<file path="config.mk">
export PLATFORM = sky130hd
export DESIGN_NAME = combo_lock_top
export DESIGN_NICKNAME = d
export VERILOG_FILES = /design/src/rtl/lock_pkg.sv /design/src/rtl/lock_step_match.sv /design/src/rtl/lock_next_state.sv /design/src/rtl/lock_state_reg.sv /design/src/rtl/combo_lock_top.sv
export SDC_FILE = /design/constraint.sdc
export NUM_CORES = 1
export LEC_CHECK = 0
export CAP_MARGIN = 20
export CORE_AREA = 2 2 39 41
export CTS_CLUSTER_DIAMETER = 60
export DETAILED_ROUTE_END_ITERATION = 6
export DIE_AREA = 0 0 41 43
export SYNTH_ARGS = -nofsm -noshare
export SYNTH_HDL_FRONTEND = slang
export SYNTH_SLANG_ARGS = --single-unit
</file>
<file path="constraint.sdc">
create_clock -name clk -period 2.1 [get_ports clk]
set_input_delay 0.42 -clock clk [delete_from_list [all_inputs] [get_ports clk]]
set_output_delay 0.42 -clock clk [all_outputs]
set_load 0.01 [all_outputs]
</file>
<file path="src/rtl/lock_pkg.sv">
package lock_pkg;

  typedef enum logic [1:0] {
    LK_IDLE = 2'b00,
    LK_ONE  = 2'b01,
    LK_TWO  = 2'b10,
    LK_OPEN = 2'b11
  } lock_state_e;

  // Next progress code from the current code and the per-step match flags.
  // hit[k] is high when the presented operation equals secret step k.
  function automatic lock_state_e lock_advance(
    input lock_state_e cur,
    input logic        valid,
    input logic        relock,
    input logic [2:0]  hit
  );
    lock_state_e nxt;
    nxt = cur;
    if (relock) begin
      nxt = LK_IDLE;
    end else if (valid) begin
      unique case (cur)
        LK_IDLE: nxt = hit[0] ? LK_ONE : LK_IDLE;
        LK_ONE:  nxt = hit[1] ? LK_TWO  : (hit[0] ? LK_ONE : LK_IDLE);
        LK_TWO:  nxt = hit[2] ? LK_OPEN : (hit[0] ? LK_ONE : LK_IDLE);
        LK_OPEN: nxt = LK_OPEN;
        default: nxt = LK_IDLE;
      endcase
    end
    return nxt;
  endfunction

endpackage

</file>
<file path="src/rtl/lock_step_match.sv">
module lock_step_match #(
  parameter int               NUM_W   = 6,
  parameter logic             REF_DIR = 1'b0,
  parameter logic [NUM_W-1:0] REF_NUM = '0
) (
  input  logic             op_dir,
  input  logic [NUM_W-1:0] op_num,
  output logic             hit
);

  function automatic logic same_op(input logic d, input logic [NUM_W-1:0] n);
    return (d == REF_DIR) && (n == REF_NUM);
  endfunction

  assign hit = same_op(op_dir, op_num);

endmodule

</file>
<file path="src/rtl/lock_next_state.sv">
module lock_next_state
  import lock_pkg::*;
(
  input  lock_state_e cur,
  input  logic        op_valid,
  input  logic        relock,
  input  logic [2:0]  hit,
  output lock_state_e nxt
);

  always_comb begin
    nxt = lock_advance(cur, op_valid, relock, hit);
  end

endmodule

</file>
<file path="src/rtl/lock_state_reg.sv">
module lock_state_reg
  import lock_pkg::*;
(
  input  logic        clk,
  input  logic        rst,
  input  lock_state_e nxt,
  output lock_state_e cur
);

  always_ff @(posedge clk) begin
    if (rst) cur <= LK_IDLE;
    else     cur <= nxt;
  end

endmodule

</file>
<file path="src/rtl/combo_lock_top.sv">
module combo_lock_top
  import lock_pkg::*;
#(
  parameter int NUM_W     = 6,
  parameter bit STEP0_DIR = 1'b0,
  parameter int STEP0_NUM = 13,
  parameter bit STEP1_DIR = 1'b1,
  parameter int STEP1_NUM = 22,
  parameter bit STEP2_DIR = 1'b0,
  parameter int STEP2_NUM = 3
) (
  input  logic             clk,
  input  logic             rst,
  input  logic             relock,
  input  logic             op_valid,
  input  logic             op_dir,
  input  logic [NUM_W-1:0] op_num,
  output logic [1:0]       progress,
  output logic             unlocked
);

  localparam int NSTEP = 3;
  localparam logic [NUM_W-1:0] N0 = NUM_W'(STEP0_NUM);
  localparam logic [NUM_W-1:0] N1 = NUM_W'(STEP1_NUM);
  localparam logic [NUM_W-1:0] N2 = NUM_W'(STEP2_NUM);
  localparam logic [NSTEP*NUM_W-1:0] STEP_NUMS = {N2, N1, N0};
  localparam logic [NSTEP-1:0]       STEP_DIRS = {STEP2_DIR, STEP1_DIR, STEP0_DIR};

  logic [NSTEP-1:0] step_hit;
  lock_state_e      cur_st;
  lock_state_e      nxt_st;

  for (genvar k = 0; k < NSTEP; k++) begin : g_step
    lock_step_match #(
      .NUM_W  (NUM_W),
      .REF_DIR(STEP_DIRS[k]),
      .REF_NUM(STEP_NUMS[k*NUM_W +: NUM_W])
    ) u_match (
      .op_dir(op_dir),
      .op_num(op_num),
      .hit   (step_hit[k])
    );
  end

  lock_next_state u_next (
    .cur     (cur_st),
    .op_valid(op_valid),
    .relock  (relock),
    .hit     (step_hit),
    .nxt     (nxt_st)
  );

  lock_state_reg u_reg (
    .clk(clk),
    .rst(rst),
    .nxt(nxt_st),
    .cur(cur_st)
  );

  assign progress = cur_st;
  assign unlocked = (cur_st == LK_OPEN);

endmodule

</file>
Word level (Yosys, flattened, before mapping)
Index checks and enable logic that the tools add are counted.
{ "totals": {"romBits": 0, "word_cells": 17, "input_bits": 11, "out_inout_bits": 3, "mem_count": 0, "reg_bits": 2, "ram_bits": 0, "latch_bits": 0} }
{ "op_classes": {"magnitude_cmp": 0, "shifts": 0, "add_sub_neg": 0, "n_bitwise": 1, "eq_ne": 6, "n_mux": 4, "n_reduce_logical": 5, "mul": 0, "n_div": 0} }
{ "ops": {"columns": ["operator", "count"], "rows": [
  ["$pmux W2 S4", 1],
  ["$eq A6 B2 Y1 const B", 1],
  ["$eq A6 B4 Y1 const B", 1],
  ["$eq A6 B5 Y1 const B", 1],
  ["$eq A2 B2 Y1 const B", 2],
  ["$mux W2", 2],
  ["$logic_and A1 B1 Y1", 3],
  ["$eq A2 B1 Y1 const B", 1],
  ["$logic_not A2 Y1", 1],
  ["$reduce_or A2 Y1", 1],
  ["$mux W1", 1],
  ["$not A1 Y1", 1]
]} }

Depth between registers and ports, before layout
Gate-level depths: netlist of run 1.
{ "logic_depth": {"word_depth": 5, "mapped_depth": 3, "depth_no_buf": 3} }

By module
From an unflattened synthesis of run 1, not the netlist that was laid out.
{ "unflattened": {"cells_unflattened": 22, "area_unflattened_um2": 196.4} }
{ "by_module_without_submodules": {"columns": ["mod", "cells_per_inst", "seq_area_each_um2", "n_inst", "area_each_um2"], "rows": [
  ["lock_next_state", 9, 0.0, 1, 67.6],
  ["lock_state_reg", 4, 40.0, 1, 52.6],
  ["lock_step_match at g_step[0].u_match", 3, 0.0, 1, 25.0],
  ["lock_step_match at g_step[1].u_match", 2, 0.0, 1, 23.8],
  ["lock_step_match at g_step[2].u_match", 3, 0.0, 1, 21.3],
  ["combo_lock_top", 1, 0.0, 1, 6.3]
]} }

Worst setup path after synthesis of run 1
No wires, ideal clock.
{ "synth_timing": {"path_kind": "reg2out", "startpoint": "register u_reg.cur[0]", "endpoint": "output unlocked", "required_ps": 1680, "setup_slack_ps": 1102, "t_arrival_ps": 578, "path_buffers": 0, "path_stages_with_launch": 2, "cell_sequence": "dfxtp_1 and2_1"} }
{ "synth_between": {"elab_chain_len": 1} }
{ "synth_lines": {"columns": ["item", "line_no", "text"], "rows": [
  ["start, declared", "lock_state_reg.sv:7", "output lock_state_e cur"],
  ["start signal, assigned", "lock_state_reg.sv:12", "else cur <= nxt;"],
  ["$eq A2 B2 Y1", "combo_lock_top.sv:61", "assign unlocked = (cur_st == LK_OPEN);"],
  ["end, declared", "combo_lock_top.sv:19", "output logic unlocked"]
]} }
Every way passes these cells.

Worst setup path after layout of run 1
{ "layout_timing": {"startpoint": "register u_reg.cur[1]", "endpoint": "output unlocked"} }
The elaborated chain is that of the path after synthesis.

==> summary.json, run 1 <==
{
  "status": {"value": "finished, final reports clean"},
  "finalCritPeriodShare": {"value": 80.5, "unit": "%"},
  "setup_violations": {"value": 0},
  "p_seq_share": {"value": 25.6, "unit": "%"},
  "synthDistinctLibCells": {"value": 14},
  "ys_ff_latch": {"value": 2},
  "synth_largest_area_cell": {"value": "dfxtp_1"},
  "largest-register": {"value": "u_reg.cur"},
  "seq_area": {"value": 40.0, "unit": "um^2"},
  "hold_path.class": {"value": "reg2reg"},
  "area.growth.synth_to_final": {"value": 117, "unit": "%"},
  "least_margin_pin_slew": {"value": 0.257, "unit": "ns"},
  "cts_buffer_count": {"value": 3},
  "tritoncts": {"value": "built"},
  "clock_path_buffers": {"value": 2},
  "die_y": {"value": 43, "unit": "um"},
  "final_period_minus_worst_setup_slack": {"value": 1.69, "unit": "ns"},
  "cts_hold_buffers": {"value": 0},
  "grt_pass1_wl": {"value": 669, "unit": "um"},
  "floorplan.initialDensity": {"value": 10.7, "unit": "%"},
  "drt-wirelength-per-cell": {"value": 8.24, "unit": "um"},
  "routabilityCongestion": {"value": 0.645},
  "drtIter0Drc": {"value": 1},
  "endpoint_kind_of_the_worst_setup_timing_path": {"value": "output pin"},
  "vias_per_cell": {"value": 4.00},
  "post_cts_resize_count": {"value": 0},
  "detailedRoute.firstPassIterationCount": {"value": 3},
  "core_area": {"value": 1380, "unit": "um^2"},
  "global_route.overflow_total": {"value": 0},
  "critical_path.max_fanout": {"value": 4},
  "post-route-drc-count": {"value": 0},
  "dieWidth": {"value": 41, "unit": "um"},
  "post_cts_buffers": {"value": 0},
  "grt_use_total": {"value": 6.21, "unit": "%"},
  "nets": {"value": 46},
  "synth_top_cell_area_share": {"value": 27.1, "unit": "%"},
  "port_buffers": {"value": 13},
  "antenna_violations_before_repair": {"value": 0},
  "std_cell_rows": {"value": 14},
  "maximum_number_of_pins_on_one_net_before_global_route_repair": {"value": 5},
  "largest_register_ffs": {"value": 2},
  "cts.clk_slew.worst_paths": {"value": 0.03, "unit": "ns"},
  "layout.filler_cells": {"value": 158},
  "fmax": {"value": 592, "unit": "MHz"},
  "clock_sinks": {"value": 2},
  "regToRegSetupSlack": {"value": 1.21, "unit": "ns"},
  "switching_share": {"value": 20.7, "unit": "%"},
  "n_antenna_cell": {"value": 0},
  "rsz0062_at_grt": {"value": "false"},
  "io_pins": {"value": 14},
  "multiInputGateArea": {"value": 108, "unit": "um^2"},
  "postSynthAreaPerCell": {"value": 8.68, "unit": "um^2"},
  "ctsHtreeMaxLevel": {"value": 1},
  "max_cap_viol_count": {"value": 0},
  "cell_area_power_density": {"value": 494, "unit": "nW/um^2"},
  "reg2reg_from": {"value": "u_reg.cur[1]"},
  "ir_worst_vdd": {"value": 0.111, "unit": "mV"},
  "combinationalPowerShare": {"value": 19.7, "unit": "%"},
  "mappedNetlistNets": {"value": 28},
  "cp_data_required_time": {"value": 1.68, "unit": "ns"},
  "fin_hold_ws": {"value": 0.517, "unit": "ns"},
  "number_of_global_route_vias_before_repair": {"value": 190},
  "post_synth_main_area_contributors": {"value": "dfxtp_1 27%, nor4b_2 10%, and4bb_1 8.5%"},
  "biggest_regs": {"value": "u_reg.cur x2"},
  "clockPowerShare": {"value": 54.7, "unit": "%"},
  "finalInstanceArea": {"value": 320, "unit": "um^2"},
  "place_area": {"value": 298, "unit": "um^2"},
  "start_kind": {"value": "flip-flop"},
  "antenna_left": {"value": 0},
  "crit_arrival": {"value": 1.27, "unit": "ns"},
  "internal_power": {"value": 0.125, "unit": "mW"},
  "worstSkewPairLatency": {"value": 0.23, "unit": "ns"},
  "via_count": {"value": 196},
  "yosys_warnings": {"value": 0},
  "maxSlewViolCount": {"value": 0},
  "totalNegativeSetupSlack": {"value": 0, "unit": "ns"},
  "capture_point_of_the_critical_path": {"value": "unlocked"},
  "synth_cell_area": {"value": 148, "unit": "um^2"},
  "finClkSkew": {"value": 0.00106, "unit": "ns"},
  "routed_wirelength": {"value": 404, "unit": "um"},
  "switchingPower": {"value": 0.0327, "unit": "mW"},
  "crit_path_category": {"value": "reg2out"},
  "layout.core_utilization": {"value": 23.1, "unit": "%"},
  "worstSetupStartpoint": {"value": "u_reg.cur[1]"},
  "hold_violations": {"value": 0},
  "yosysSeqAreaShare": {"value": 27.1, "unit": "%"},
  "synthCells": {"value": 17},
  "worstRegToRegCells": {"value": 3},
  "leakage_power_of_the_design": {"value": 0.114, "unit": "nW"},
  "ctsRootBufferMaster": {"value": "clkbuf_4"},
  "design.die.area": {"value": 1760, "unit": "um^2"},
  "crit-reg2reg-capture": {"value": "u_reg.cur[1]"},
  "drive_above_1_share": {"value": 15.2, "unit": "%"},
  "slew_headroom": {"value": 82.8, "unit": "%"}
}
-- cells in the final DEF (no fill, tap or decap) --
cell type        instances
clkdlybuf4s50_1         13
clkbuf_4                 3
nor2b_1                  2
o21ai_0                  2
dfxtp_1                  2
and2_1                   1
and4bb_2                 1
and3b_1                  1
nor4b_2                  1
o21ai_1                  1
nor2_1                   1
a21oi_1                  1
and4bb_1                 1
nand4_1                  1
nand2_1                  1
a31oi_1                  1
-- how the worst min path moves through the flow --
stage	to	slack (ns)	cells past startpoint	start
finish	u_reg.cur[1]	0.52	2	u_reg.cur[0]
CTS	u_reg.cur[1]	0.53	2	u_reg.cur[0]
detailed placement	u_reg.cur[1]	0.52	2	u_reg.cur[0]
floorplan	u_reg.cur[1]	0.52	2	u_reg.cur[0]
global route	u_reg.cur[1]	0.57	2	u_reg.cur[0]
global placement	u_reg.cur[1]	0.52	2	u_reg.cur[0]
-- power by group through the flow --
stage | clock network [mW] | registers [mW] | logic (mW)
floorplan | 0 | 0.0413 | 0.00667
CTS | 0.0896 | 0.0405 | 0.0313
finish | 0.0865 | 0.0405 | 0.0312
global placement | 0 | 0.0410 | 0.0311
detailed placement | 0 | 0.0411 | 0.0313
global route | 0.0990 | 0.0407 | 0.0338
-- final cells by class --
class | count | share of cell area, %
clock buffers | 3 | 7.03
repair buffers | 13 | 40.6
flip-flops and latches | 2 | 12.5
well taps | 16 | 6.25
multi-input cells | 15 | 33.6
-- per-stage QoR --
stage,worst slack [ns],power (mW),cells
global route,0.328,0.174,49
floorplan,1.10,0.0479,17
global placement,0.601,0.0721,46
CTS,0.395,0.162,49
finish,0.410,0.158,49
detailed placement,0.586,0.0723,46
-- logic make-up (layout without fill, tap and decap cells) --
| group | count (synthesis) | count (layout) | synth area share (%) |
|---|---|---|---|
| DFF | 2 | 2 | 27.1 |
| buffers and inverters | 0 | 16 | 0 |
| AOI/OAI and AO/OA | 5 | 5 | 17.8 |
| and+or+nand+nor | 10 | 10 | 55.1 |
-- layer usage --
| layer | track usage [%] | vias up | share of wire (%) |
|---|---|---|---|
| li1 | - | 98 | - |
| met1 | 6.37 | 81 | 45 |
| met2 | 7.50 | 15 | 36 |
| met3 | 3.14 | 2 | 15 |
| met4 | 8.00 | 0 | 3.2 |
| met5 | 0 | - | 0 |
-- worst max-delay path: stages (launching register included) --
cell and delay (ns):
dfxtp_1 0.36, and2_1 0.15, clkdlybuf4s50_1 0.54
-- cell usage after synthesis, drive strengths merged --
cell and number:
o21ai 3, and4bb 2, dfxtp 2, nor2b 2, a21oi 1, a31oi 1
and2 1, and3b 1, nand2 1, nand4 1, nor2 1, nor4b 1
(Power assumes the default switching activity.)
==> run 2: changes to the inputs <==
clock period = 1.55 ns   (was 2.1 ns; I/O delays follow)
==> run 2 against run 1 <==
Against the previous run:
- power grew 33%
- count of clock-buffer cells in the layout is the same
- setup slack worse by 0.29 ns
- critical path depth is 1 lower
- core utilization is 0.090 points lower
- critical endpoint is now progress[0]
- non-clock buffer count unchanged
- design area decreased by 0.39%
- highest routed layer is now met3
==> summary.json, run 2 (synthesis results as in run 1) <==
{
  "global_route.overflow_total": {"value": 0, "change": "unchanged"},
  "drtIter0Drc": {"value": 0, "change": "was 1"},
  "crit_arrival": {"value": 1.12, "unit": "ns", "change": "was 1.27 ns"},
  "cts_buffer_count": {"value": 3, "change": "unchanged"},
  "start_kind": {"value": "flip-flop", "change": "unchanged"},
  "design.die.area": {"value": 1760, "unit": "um^2", "change": "unchanged"},
  "grt_pass1_wl": {"value": 614, "unit": "um", "change": "was 669 um"},
  "clock_path_buffers": {"value": 2, "change": "unchanged"},
  "endpoint_kind_of_the_worst_setup_timing_path": {"value": "output pin", "change": "unchanged"},
  "hpwlAfterDp": {"value": 336, "unit": "um"},
  "timing.critical_path.slowest_stage_cell": {"value": "clkdlybuf4s50_1", "change": "unchanged"},
  "vias_per_cell": {"value": 3.88, "change": "was 4.00"},
  "clock_sinks": {"value": 2, "change": "unchanged"},
  "ctsHtreeMaxLevel": {"value": 1, "change": "unchanged"},
  "post_cts_buffers": {"value": 0, "change": "unchanged"},
  "hold_violations": {"value": 0, "change": "unchanged"},
  "biggest_regs": {"value": "u_reg.cur x2", "change": "unchanged"},
  "switchingPower": {"value": 0.0413, "unit": "mW", "change": "was 0.0327 mW"},
  "post-route-drc-count": {"value": 0, "change": "unchanged"},
  "core_area": {"value": 1380, "unit": "um^2", "change": "unchanged"},
  "ctsRootBufferMaster": {"value": "clkbuf_4", "change": "unchanged"},
  "maxSlewViolCount": {"value": 0, "change": "unchanged"},
  "number_of_global_route_vias_before_repair": {"value": 186, "change": "was 190"},
  "least_margin_pin_slew": {"value": 0.246, "unit": "ns", "change": "was 0.257 ns"},
  "n_antenna_cell": {"value": 0, "change": "unchanged"},
  "tritoncts": {"value": "built", "change": "unchanged"},
  "critical_path.top_delay_family": {"value": "buffers and inverters", "change": "unchanged"},
  "worst_case_hold_path_end_point": {"value": "u_reg.cur[1]", "change": "unchanged"},
  "fmax": {"value": 697, "unit": "MHz"},
  "slew_headroom": {"value": 83.5, "unit": "%", "change": "was 82.8%"},
  "antenna_left": {"value": 0, "change": "unchanged"},
  "antenna_violations_before_repair": {"value": 0, "change": "unchanged"},
  "via_count": {"value": 190, "change": "was 196"},
  "die_y": {"value": 43, "unit": "um", "change": "unchanged"},
  "most_used_cells_in_the_layout_excluding_fill_and_tap_cells": {"value": "12 x clkdlybuf4s50_1, 3 x clkbuf_4, 2 x nor2b_1, 2 x o21ai_0, 2 x dfxtp_1", "change": "was 13 x clkdlybuf4s50_1, 3 x clkbuf_4, 2 x nor2b_1, 2 x o21ai_0, 2 x dfxtp_1"},
  "largest_register_ffs": {"value": 2, "change": "unchanged"},
  "worstHoldStart": {"value": "u_reg.cur[0]", "change": "unchanged"},
  "cell_area_power_density": {"value": 661, "unit": "nW/um^2", "change": "was 494 nW/um^2"},
  "largest-register": {"value": "u_reg.cur", "change": "unchanged"},
  "cp_data_required_time": {"value": 1.24, "unit": "ns", "change": "was 1.68 ns"},
  "layout_commonest_cell": {"value": "clkdlybuf4s50_1", "change": "unchanged"},
  "max_cap_viol_count": {"value": 0, "change": "unchanged"},
  "report.power.total": {"value": 0.211, "unit": "mW", "change": "was 0.158 mW"},
  "switching_share": {"value": 19.6, "unit": "%", "change": "was 20.7%"},
  "post_cts_resize_count": {"value": 1, "change": "was 0"},
  "crit-reg2reg-capture": {"value": "u_reg.cur[1]", "change": "unchanged"},
  "leakage_power_of_the_design": {"value": 0.118, "unit": "nW", "change": "was 0.114 nW"},
  "std_cell_rows": {"value": 14, "change": "unchanged"},
  "cells_traversed_along_the_worst_timing_path": {"value": "clkdlybuf4s50_1", "change": "was and2_1 -> clkdlybuf4s50_1"},
  "cts.clk_slew.worst_paths": {"value": 0.03, "unit": "ns", "change": "about the same"},
  "routabilityCongestion": {"value": 0.679, "change": "was 0.645"},
  "io_pins": {"value": 14, "change": "unchanged"},
  "internal_power": {"value": 0.170, "unit": "mW", "change": "was 0.125 mW"},
  "worstRegToRegCells": {"value": 3, "change": "unchanged"},
  "clockPowerShare": {"value": 54.0, "unit": "%", "change": "was 54.7%"},
  "floorplan.initialDensity": {"value": 10.7, "unit": "%", "change": "unchanged"},
  "dieWidth": {"value": 41, "unit": "um", "change": "unchanged"},
  "port_buffers": {"value": 13, "change": "unchanged"},
  "drive_above_1_share": {"value": 15.2, "unit": "%", "change": "unchanged"},
  "worst_hold_path.num_cells": {"value": 2, "change": "unchanged"},
  "finClkSkew": {"value": 0.00212, "unit": "ns", "change": "was 0.00106 ns"},
  "cts_hold_buffers": {"value": 0, "change": "unchanged"},
  "detailedRoute.firstPassIterationCount": {"value": 1, "change": "was 3"},
  "setup_violations": {"value": 0, "change": "unchanged"},
  "maximum_number_of_pins_on_one_net_before_global_route_repair": {"value": 5, "change": "unchanged"},
  "totalNegativeSetupSlack": {"value": 0, "unit": "ns", "change": "unchanged"},
  "drt-wirelength-per-cell": {"value": 8.24, "unit": "um", "change": "unchanged"},
  "combinationalPowerShare": {"value": 20.0, "unit": "%", "change": "was 19.7%"},
  "grt_use_total": {"value": 5.61, "unit": "%", "change": "was 6.21%"},
  "finalCritPeriodShare": {"value": 92.6, "unit": "%"},
  "worstSkewPairLatency": {"value": 0.22, "unit": "ns", "change": "was 0.23 ns"},
  "regToRegSetupSlack": {"value": 0.66, "unit": "ns", "change": "was 1.21 ns"},
  "nets": {"value": 46, "change": "unchanged"},
  "worst_path_largest_cell_delay": {"value": 0.55, "unit": "ns", "change": "was 0.54 ns"},
  "status": {"value": "finished, final reports clean", "change": "unchanged"},
  "cp_num_buf_inv": {"value": 1, "change": "unchanged"},
  "hold_path.class": {"value": "reg2reg", "change": "unchanged"},
  "area.growth.synth_to_final": {"value": 116, "unit": "%", "change": "was 117%"},
  "ir_worst_vdd": {"value": 0.164, "unit": "mV", "change": "was 0.111 mV"},
  "reg2reg_from": {"value": "u_reg.cur[1]", "change": "unchanged"},
  "routed_wirelength": {"value": 404, "unit": "um", "change": "unchanged"},
  "critical_path.max_fanout": {"value": 4, "change": "unchanged"},
  "p_seq_share": {"value": 26.0, "unit": "%", "change": "was 25.6%"},
  "final_period_minus_worst_setup_slack": {"value": 1.43, "unit": "ns"},
  "crit_path_category": {"value": "reg2out", "change": "unchanged"},
  "rsz0062_at_grt": {"value": "false", "change": "unchanged"},
  "worstSetupStartpoint": {"value": "u_reg.cur[0]", "change": "was u_reg.cur[1]"}
}
[run 2: worst max-delay path by stage]
stage                         to  slack [ns]  cells after the start
finish               progress[0]        0.12                      1
global route         progress[0]        0.05                      1
CTS                  progress[0]         0.1                      1
detailed placement  u_reg.cur[1]        0.15                      4
global placement    u_reg.cur[1]        0.16                      4
floorplan               unlocked        0.66                      1
[run 2: per-layer routing]
layer	routed length (um)	GRT usage [%]	share of wire, %
met5	0	0	0
met4	0	8.00	0
met3	58	1.57	14
met2	168	7.50	42
met1	178	5.43	44
[run 2: power groups by stage]
stage / Sequential (mW) / Combinational (mW) / Clock (mW)
3_5_place_dp: 0.0556 / 0.0423 / 0
3_3_place_gp: 0.0556 / 0.0421 / 0
5_1_grt: 0.0551 / 0.0453 / 0.127
4_1_cts: 0.0549 / 0.0423 / 0.121
6_report: 0.0549 / 0.0423 / 0.114
2_1_floorplan: 0.0559 / 0.00904 / 0
[run 2: final cells by class]
cell class | instances | area (um^2)
tap | 16 | 20.0
multi-input combinational | 15 | 108
fill | 166 | 1060
timing repair buffer | 13 | 129
sequential | 2 | 40.0
clock buffer | 3 | 22.5
[run 2: through the flow]
step           utilization, %  setup WS [ns]  hold slack (ns)  std cells  area (um^2)
3_5_place_dp             21.5          0.148            0.523         46          298
3_3_place_gp             21.5          0.163            0.519         46          298
4_1_cts                  23.1         0.0977            0.530         49          319
6_report                 23.1          0.115            0.525         49          319
2_1_floorplan               -          0.662            0.478         17          148
5_1_grt                  23.1         0.0525            0.588         49          319
